[config.mk]
export PLATFORM = sky130hd
export DESIGN_NAME = mwin_ctrl
export DESIGN_NICKNAME = d
export VERILOG_FILES = /design/src/rtl/mwin_pkg.sv /design/src/rtl/mwin_decode.sv /design/src/rtl/mwin_bus_fsm.sv /design/src/rtl/mwin_ptr.sv /design/src/rtl/mwin_ctrl.sv
export SDC_FILE = /design/constraint.sdc
export NUM_CORES = 1
export LEC_CHECK = 0
export BUFFER_PORTS_ARGS = -buffer_cell sky130_fd_sc_hd__buf_2
export CORE_ASPECT_RATIO = 1.75
export CORE_MARGIN = 8
export CORE_UTILIZATION = 25
export CTS_BUF_LIST = sky130_fd_sc_hd__clkbuf_16
export CTS_CLUSTER_DIAMETER = 40
export DETAILED_ROUTE_END_ITERATION = 10
export SLEW_MARGIN = 10
export SYNTH_ARGS = -nofsm -noshare
export SYNTH_HDL_FRONTEND = slang
export SYNTH_SLANG_ARGS = --single-unit
export TNS_END_PERCENT = 1
[constraint.sdc]
create_clock -name clk -period 5.8 [get_ports clk]
set_clock_uncertainty 0.15 [all_clocks]
set_input_delay 0.29 -clock clk [delete_from_list [all_inputs] [get_ports clk]]
set_output_delay 0.29 -clock clk [all_outputs]
set_load 0.05 [all_outputs]
[src/rtl/mwin_pkg.sv]
package mwin_pkg;

    // Number of window channels; their order is fixed because the device
    // select logic treats indices below CH_FLASH_COUNT as Flash channels.
    localparam int unsigned NCH            = 4;
    localparam int unsigned CH_FLASH_COUNT = 2;

    typedef enum logic [1:0] {
        CH_FLASH_RD = 2'd0,
        CH_FLASH_WR = 2'd1,
        CH_RAM_RD   = 2'd2,
        CH_RAM_WR   = 2'd3
    } chan_e;

    typedef enum logic [1:0] {
        ST_IDLE   = 2'd0,
        ST_READ   = 2'd1,
        ST_WRITE  = 2'd2,
        ST_RETIRE = 2'd3
    } bus_st_e;

    function automatic logic chan_is_flash(input int unsigned idx);
        return idx < CH_FLASH_COUNT;
    endfunction

endpackage

[src/rtl/mwin_decode.sv]
module mwin_decode
    import mwin_pkg::*;
#(
    parameter int unsigned   AW         = 16,
    parameter logic [NCH*AW-1:0] PTR_ADDRS  = '0,
    parameter logic [NCH*AW-1:0] PORT_ADDRS = '0
) (
    input  logic [AW-1:1]  waddr,
    output logic [NCH-1:0] ptr_hit,
    output logic [NCH-1:0] port_hit
);

    // Word-granular compare: byte lane bit 0 never reaches this module.
    for (genvar g = 0; g < NCH; g++) begin : g_cmp
        localparam logic [AW-1:1] PTR_W  = PTR_ADDRS[g*AW+1 +: AW-1];
        localparam logic [AW-1:1] PORT_W = PORT_ADDRS[g*AW+1 +: AW-1];
        assign ptr_hit[g]  = (waddr == PTR_W);
        assign port_hit[g] = (waddr == PORT_W);
    end

endmodule

[src/rtl/mwin_bus_fsm.sv]
module mwin_bus_fsm
    import mwin_pkg::*;
#(
    parameter int unsigned AW = 16
) (
    input  logic          clk,
    input  logic          rst_n,
    input  logic          rd_n,
    input  logic          we_n,
    input  logic [AW-1:1] waddr,
    input  logic [AW-1:0] wdata,
    output logic          retire,
    output logic          retire_wr,
    output logic [AW-1:1] ret_waddr,
    output logic [AW-1:0] ret_data
);

    bus_st_e       st_q, st_d;
    logic [AW-1:1] waddr_q;
    logic [AW-1:0] data_q;
    logic          wr_q;

    // Next-state selection.
    always_comb begin
        st_d = st_q;
        unique case (st_q)
            ST_IDLE: begin
                if (!rd_n)      st_d = ST_READ;
                else if (!we_n) st_d = ST_WRITE;
            end
            ST_READ:   if (rd_n) st_d = ST_RETIRE;
            ST_WRITE:  if (we_n) st_d = ST_RETIRE;
            ST_RETIRE: st_d = ST_IDLE;
            default:   st_d = ST_IDLE;
        endcase
    end

    // State register.
    always_ff @(posedge clk) begin
        if (!rst_n) st_q <= ST_IDLE;
        else        st_q <= st_d;
    end

    // Address and data are tracked while a strobe is low, so the values seen
    // at the last strobe-low edge are the ones the retire cycle applies.
    always_ff @(posedge clk) begin
        if (!rst_n) begin
            waddr_q <= '0;
            data_q  <= '0;
            wr_q    <= 1'b0;
        end else if (!rd_n || !we_n) begin
            waddr_q <= waddr;
            data_q  <= wdata;
            wr_q    <= !we_n;
        end
    end

    // Outputs.
    always_comb begin
        retire = 1'b0;
        unique case (st_q)
            ST_IDLE, ST_READ, ST_WRITE: retire = 1'b0;
            ST_RETIRE:                  retire = 1'b1;
            default:                    retire = 1'b0;
        endcase
        retire_wr = wr_q;
        ret_waddr = waddr_q;
        ret_data  = data_q;
    end

    // one retire per strobe, never back to back.
    p_retire_once_r8: assert property (@(posedge clk) disable iff (!rst_n)
        retire |=> !retire);

    // a retire cycle only follows a strobe that has already been released.
    p_retire_after_release_r8: assert property (@(posedge clk) disable iff (!rst_n)
        retire |-> $past(rd_n && we_n));

endmodule

[src/rtl/mwin_ptr.sv]
module mwin_ptr #(
    parameter int unsigned AW = 16
) (
    input  logic          clk,
    input  logic          rst_n,
    input  logic          load_en,
    input  logic [AW-1:0] load_val,
    input  logic          inc_en,
    output logic [AW-1:0] ptr
);

    logic [AW-1:0] ptr_q;

    // Load wins over increment; the two never coincide on one bus cycle.
    always_ff @(posedge clk) begin
        if (!rst_n)       ptr_q <= '0;
        else if (load_en) ptr_q <= load_val;
        else if (inc_en)  ptr_q <= ptr_q + 1'b1;
    end

    assign ptr = ptr_q;

    p_load_r1: assert property (@(posedge clk) disable iff (!rst_n)
        load_en |=> (ptr == $past(load_val)));

    p_inc_wrap_r3: assert property (@(posedge clk) disable iff (!rst_n)
        (inc_en && !load_en) |=> (ptr == $past(ptr) + 1'b1));

    p_hold_r6: assert property (@(posedge clk) disable iff (!rst_n)
        (!inc_en && !load_en) |=> $stable(ptr));

endmodule

[src/rtl/mwin_ctrl.sv]
module mwin_ctrl
    import mwin_pkg::*;
#(
    parameter int unsigned AW             = 16,
    parameter logic [AW-1:0] FLASH_RD_PTR  = 16'h1F00,
    parameter logic [AW-1:0] FLASH_RD_PORT = 16'h1F02,
    parameter logic [AW-1:0] FLASH_WR_PTR  = 16'h1F04,
    parameter logic [AW-1:0] FLASH_WR_PORT = 16'h1F06,
    parameter logic [AW-1:0] RAM_RD_PTR    = 16'h1F08,
    parameter logic [AW-1:0] RAM_RD_PORT   = 16'h1F0A,
    parameter logic [AW-1:0] RAM_WR_PTR    = 16'h1F0C,
    parameter logic [AW-1:0] RAM_WR_PORT   = 16'h1F0E
) (
    input  logic          clk,
    input  logic          rst_n,
    input  logic [AW-1:0] bus_addr,
    input  logic [AW-1:0] bus_wdata,
    input  logic          rd_n,
    input  logic          we_n,
    output logic [AW-1:0] mem_addr,
    output logic          flash_win_cs_n,
    output logic          ram_win_cs_n
);

    // Channel index 0 sits in the least significant slice.
    localparam logic [NCH*AW-1:0] PTR_ADDRS  =
        {RAM_WR_PTR, RAM_RD_PTR, FLASH_WR_PTR, FLASH_RD_PTR};
    localparam logic [NCH*AW-1:0] PORT_ADDRS =
        {RAM_WR_PORT, RAM_RD_PORT, FLASH_WR_PORT, FLASH_RD_PORT};

    logic [NCH-1:0] live_ptr_hit, live_port_hit;
    logic [NCH-1:0] ret_ptr_hit, ret_port_hit;
    logic           retire, retire_wr;
    logic [AW-1:1]  ret_waddr;
    logic [AW-1:0]  ret_data;
    logic [AW-1:0]  ptr [NCH];

    // Live decode drives the memory address during the strobe.
    mwin_decode #(.AW(AW), .PTR_ADDRS(PTR_ADDRS), .PORT_ADDRS(PORT_ADDRS)) u_live_dec (
        .waddr    (bus_addr[AW-1:1]),
        .ptr_hit  (live_ptr_hit),
        .port_hit (live_port_hit)
    );

    mwin_bus_fsm #(.AW(AW)) u_fsm (
        .clk       (clk),
        .rst_n     (rst_n),
        .rd_n      (rd_n),
        .we_n      (we_n),
        .waddr     (bus_addr[AW-1:1]),
        .wdata     (bus_wdata),
        .retire    (retire),
        .retire_wr (retire_wr),
        .ret_waddr (ret_waddr),
        .ret_data  (ret_data)
    );

    // Retire decode picks the channel whose pointer the finished cycle moves.
    mwin_decode #(.AW(AW), .PTR_ADDRS(PTR_ADDRS), .PORT_ADDRS(PORT_ADDRS)) u_ret_dec (
        .waddr    (ret_waddr),
        .ptr_hit  (ret_ptr_hit),
        .port_hit (ret_port_hit)
    );

    for (genvar g = 0; g < NCH; g++) begin : g_chan
        mwin_ptr #(.AW(AW)) u_ptr (
            .clk      (clk),
            .rst_n    (rst_n),
            .load_en  (retire && retire_wr && ret_ptr_hit[g]),
            .load_val (ret_data),
            .inc_en   (retire && ret_port_hit[g]),
            .ptr      (ptr[g])
        );
    end

    // Memory address and device selects.
    always_comb begin
        mem_addr       = {1'b0, bus_addr[AW-1:1]};
        flash_win_cs_n = 1'b1;
        ram_win_cs_n   = 1'b1;
        for (int i = 0; i < NCH; i++) begin
            if (live_port_hit[i]) begin
                mem_addr = ptr[i];
                if (chan_is_flash(i)) flash_win_cs_n = 1'b0;
                else                  ram_win_cs_n   = 1'b0;
            end
        end
    end

    p_cs_exclusive_r2: assert property (@(posedge clk) disable iff (!rst_n)
        $onehot0({~flash_win_cs_n, ~ram_win_cs_n}));

    p_direct_top_clear_r4: assert property (@(posedge clk) disable iff (!rst_n)
        (flash_win_cs_n && ram_win_cs_n) |-> !mem_addr[AW-1]);

    p_ptr_addr_is_direct_r4: assert property (@(posedge clk) disable iff (!rst_n)
        (|live_ptr_hit) |-> (flash_win_cs_n && ram_win_cs_n));

    p_a0_ignored_r5: assert property (@(posedge clk) disable iff (!rst_n)
        ($stable(bus_addr[AW-1:1]) && !$stable(bus_addr[0]) && !retire && !$past(retire))
        |-> ($stable(mem_addr) && $stable(flash_win_cs_n) && $stable(ram_win_cs_n)));

    p_stable_in_strobe_r8: assert property (@(posedge clk) disable iff (!rst_n)
        (!rd_n && $past(!rd_n) && $stable(bus_addr)) |-> $stable(mem_addr));

endmodule

Yosys cells after proc, flatten, opt, wreduce, memory -nomap -nowiden
Index checks and enable logic that the tools add are counted.
{ "op_classes": {"n_mux": 22, "n_reduce_logical": 19, "add_sub_neg": 4, "n_eq_ne": 18} }
{ "ops": {"columns": ["op", "count"], "rows": [
  ["two-way mux 16 bit", 12],
  ["equality test 15 x 12 -> 1 bit, second input constant", 12],
  ["adder 16 x 1 -> 16 bit, second input constant", 4],
  ["logical AND 1 bit", 9],
  ["two-way mux 2 bit", 4],
  ["one-hot mux 2 bit (4 select lines)", 1],
  ["nonzero test 2 bit", 4],
  ["equality test 2 bit, second input constant", 2],
  ["two-way mux 1 bit", 4],
  ["inequality test 2 bit, second input constant", 2],
  ["inequality test 3 bit, second input constant", 1],
  ["AND reduction 3 bit", 1],
  ["OR reduction 3 bit", 1],
  ["equality test 2 x 1 -> 1 bit, second input constant", 1],
  ["zero test 1 bit", 2],
  ["zero test 2 bit", 1],
  ["one-hot mux 1 bit (2 select lines)", 1],
  ["logical OR 1 bit", 1]
]} }
{ "word_totals": {"regBits": 98, "inputBits": 36, "elab_cells": 71, "out_inout_bits": 18} }

Depth between registers and ports, before layout
{ "logic_depth": {"depth_word": 6, "ltp_mapped": 8, "ltp_nobuf": 7} }

Hierarchy
Synthesis repeated with hierarchy kept, for this count alone.
{ "unflattened": {"hier_cells": 692, "area_unflattened_um2": 6187.2} }
{ "by_module_without_submodules": {"columns": ["mod", "area_each_um2", "cells_per_inst", "n_inst", "seq_area_each_um2"], "rows": [
  ["mwin_ptr", 919.6, 99, 4, 320.3],
  ["mwin_bus_fsm", 1388.8, 158, 1, 680.7],
  ["mwin_ctrl", 847.1, 104, 1, 0.0],
  ["mwin_decode", 136.4, 17, 2, 0.0]
]} }

Worst setup path after synthesis
Ideal clock, no wire load.
{ "synth_path": {"path_type": "input -> output", "startpoint": "input port bus_addr[4]", "endpoint": "output port mem_addr[1]", "path_stages": 6, "t_required_ns": 5.360, "arrival_ns": 2.720, "setup_slack_ns": 2.640, "path_buffers": 2, "cell_sequence": "nor4b_1 > and4_1 > clkbuf_1 > clkbuf_1 > a21oi_1 > a311oi_1"} }
{ "synth_between": {"elab_chain_cells": 5, "elab_cells_between_ends": 8, "classes_between": "eq/ne (4); mux (4)"} }
{ "synth_rtl": {"columns": ["item", "line", "text"], "rows": [
  ["start, declared", "mwin_ctrl.sv:16", "input logic [AW-1:0] bus_addr,"],
  ["equality test 15 x 12 -> 1 bit", "mwin_decode.sv:18", "assign port_hit[g] = (waddr == PORT_W);"],
  ["two-way mux 16 bit (3 in a row)", "mwin_ctrl.sv:82", "if (live_port_hit[i]) begin"],
  ["two-way mux 16 bit *", "mwin_ctrl.sv:82", null],
  ["end, declared", "mwin_ctrl.sv:20", "output logic [AW-1:0] mem_addr,"]
]} }
Mark *: on every way between the ends. The rest lies on a longest branch, timed or not.

Worst setup path after layout
{ "layout_path": {"startpoint": "register u_fsm.waddr_q, in the netlist u_fsm.ret_waddr[5]", "endpoint": "register g_chan[3].u_ptr.ptr_q[5]"} }
{ "layout_between": {"elab_chain_cells": 3, "elab_cells_between_ends": 6, "classes_between": "eq/ne (2); mux (1); reduce/logical (3)"} }
{ "layout_rtl": {"columns": ["item", "line", "text"], "rows": [
  ["start, declared", "mwin_bus_fsm.sv:19", "logic [AW-1:1] waddr_q;"],
  ["start signal, assigned", "mwin_bus_fsm.sv:52", "waddr_q <= waddr;"],
  ["equality test 15 x 12 -> 1 bit (on tied branches)", "mwin_decode.sv:17, mwin_decode.sv:18", null],
  ["logical AND 1 bit (on tied branches)", "mwin_ctrl.sv:69, mwin_ctrl.sv:71", null],
  ["two-way mux 16 bit or nonzero test 2 bit (tied branches)", null, null],
  ["end signal, assigned", "mwin_ptr.sv:17", "else if (load_en) ptr_q <= load_val;"],
  ["end signal, assigned", "mwin_ptr.sv:18", "else if (inc_en) ptr_q <= ptr_q + 1'b1;"],
  ["end, declared", "mwin_ptr.sv:12", "logic [AW-1:0] ptr_q;"]
]} }
Parallel ways exist; a longest one is shown, timed or not.
A chain may end at the register's enable or synchronous reset.

==> results by group <==
Outcome
  – Status: completed

Global routing
  – Initial antenna violation count: 0
  – Largest net degree at the start of global routing: 79
  – Gr ovfl total: 0
  – Vias in the first global route: 6247
  – First-pass GRT wire length: 36.2 mm
  – Gr usage total: 0.161

Timing
  – Worst hold slack: 27.4 ps
  – # setup viols final: 0
  – Final worst slack: 2510 ps
  – Fmax: 304 MHz
  – Clock period minus worst slack: 3290 ps
  – RSZ-0062 raised after global routing: no
  – Fin crit share: 0.568
  – Slew headroom: 0.280
  – Fin. Hold Viols: 0
  – Worst slew pin tran: 1080 ps
  – Slew Limit Fails: 0
  – Fin Setup TNS: 0 ps

Drt
  – Total number of vias: 6355
  – Vias per cell: 5.68
  – Post-Route WL: 23.3 mm
  – ANT nets after route: 0
  – Initial DRT Pass Iterations: 7
  – DRC marker count from the first detailed-route iteration: 605
  – WL/cell: 20.8 µm
  – Detailed-route DRC error count: 0

Synth
  – Flop and latch count out of synthesis: 98
  – Netlist cell types: 75
  – Yosys warnings: 0
  – Most frequent cells after synthesis: nand2_1 (117), dfxtp_1 (98), a21oi_1 (89)
  – Most frequent cell after synthesis: nand2_1
  – Yosys top cell by area: dfxtp_1
  – EDFF count, synth: 0
  – Async S/R FF share, synth: 0
  – Synthesized Nets: 831
  – Top cells by area, synth: dfxtp_1 (33%), a21oi_1 (7.5%), nand2_1 (7.4%)
  – Synthesized area: 5940 µm²
  – Yosys top cell area share: 0.330
  – Avg Inst Size Synth: 7.56 µm²
  – Seq/Total Area, Yosys: 0.330
  – Syn Inst Count: 786
  – Synth Flop Type: dfxtp_1

Critical path
  – Peak fanout along the critical path: 16
  – Critical Path, Cell by Cell: or4_4 -> or4_1 -> nor2_1 -> o21ai_0 -> a21oi_1
  – Arrival @ worst endpoint: 3430 ps
  – Critical path required time: 5930 ps
  – CP top delay family: simple AND/OR/NAND/NOR gates
  – Buf+Inv Stages, Crit Path: 0
  – Worst setup SP type: register
  – CP peak stage delay: 910 ps
  – Slowest CP cell: or4_1
  – Setup crit end kind: register
  – Setup CP Type: reg -> reg

Finish
  – Ant diodes: 0
  – Nets: 854
  – Fin util: 0.289
  – Share of cells above drive strength 1: 0.120
  – P&R area growth vs syn: 13.6%

Placement
  – Dpl hpwl: 17.8 mm
  – Place WS: 2510 ps
  – Port Buf Inserts: 52
  – Placer Congestion: 0.996

Power and ir drop
  – Tot Pwr: 1530 µW
  – PwrDens: 227 nW/µm²
  – Max IR drop VDD: 0.134 mV
  – LEAKAGE: 0.00222 µW

Clock tree
  – Post-CTS Hold Buffers: 1
  – Post-cts sizing count: 0
  – Clk Tree Root Cell: clkbuf_16
  – CTS buffer count: 9
  – Post-CTS setup buffer count: 0
  – Clock Tree Buf Depth: 2
  – CTS tree: built
  – Clock sinks: 98
  – Htree depth: 3
  – Clock-pin slew on the worst setup and hold paths: 70 ps
  – Worst skew pair latency: 350 ps

Floorplanning
  – Die height: 220 µm
  – Initial Util: 0.255
  – Core area: 23300 µm²
  – Num rows: 74
  – I/O pin cnt: 54
  – Die X: 133 µm
  – Die area: 29100 µm²

Run
  – Max-cap violations: 0

Worst hold path
  – Hold crit path type: in -> reg
-- through the flow --
stage / cell area (µm²) / cells
3_5_place_dp: 6440 / 1101
3_3_place_gp: 6440 / 1101
4_1_cts: 6740 / 1118
2_1_floorplan: 5940 / 786
6_report: 6750 / 1118
5_1_grt: 6750 / 1118
-- state kept, by name (all words and copies together) (netlist names) --
register,flops
u_fsm.ret_waddr,15
u_fsm.retire_wr,1
u_fsm.st_q,2
g_chan.u_ptr.ptr,64
u_fsm.ret_data,16
-- power by group --
part           leakage, µW  switching, µW  internal (µW)  total (µW)
registers         0.000797           34.2            693         727
clock network     0.000137            273            333         606
logic              0.00129            133           63.3         196
-- layout by cell type (no fill, tap or decap), types with 20 or more instances in the layout --
master   count
nand4_1     20
nand3_1     30
a21oi_1     89
nor2_1      41
nand2_1    117
inv_1       22
dfxtp_1     98
buf_2       52
nor3_1      21
o21ai_0     53
-- per-layer routing --
layer / up-vias / global-route usage / part of all wire
li1: 2991 / - / -
met1: 3036 / 0.158 / 0.35
met2: 236 / 0.296 / 0.52
met3: 92 / 0.0198 / 0.043
met4: 0 / 0.137 / 0.085
met5: - / 0 / 0
-- worst min-delay path: stages --
cell     delay [ps]
buf_2            90
nand2_1          40
a21oi_1          50
-- kinds of logic after synthesis --
| kind of cell | after synthesis | share of synthesized area |
|---|---|---|
| xor gates and xnor gates | 8 | 0.0118 |
| muxes | 9 | 0.0219 |
| DFF | 98 | 0.330 |
| buffers and inverters | 74 | 0.0508 |
| and+or+nand+nor | 333 | 0.296 |
| AOI/OAI and AO/OA | 255 | 0.270 |
| adders and majority gates | 9 | 0.0190 |
-- cell type report --
class,instances,area (µm²)
tap,304,380
fill,2566,16600
clock buffer,9,225
timing repair buffer,62,338
clock inverter,7,70.1
multi-input combinational,614,3680
inverter,24,90.1
sequential,98,1960
-- worst paths after layout --
check                           slack, ps                             endpoint                              from  depth (start not counted)
worst max-delay path                 2510  g_chan[3].u_ptr.ptr[5]$_SDFFE_PN0P_   u_fsm.ret_waddr[5]$_SDFFE_PN0N_                          5
worst min-delay path                   30       u_fsm.ret_data[7]$_SDFFE_PN0N_                      bus_wdata[7]                          3
worst max register to register       2510  g_chan[3].u_ptr.ptr[5]$_SDFFE_PN0P_   u_fsm.ret_waddr[5]$_SDFFE_PN0N_                          5
worst min register to register        320     u_fsm.ret_waddr[14]$_SDFFE_PN0N_  u_fsm.ret_waddr[14]$_SDFFE_PN0N_                          2
No activity file was read; power rests on OpenSTA's default activity.
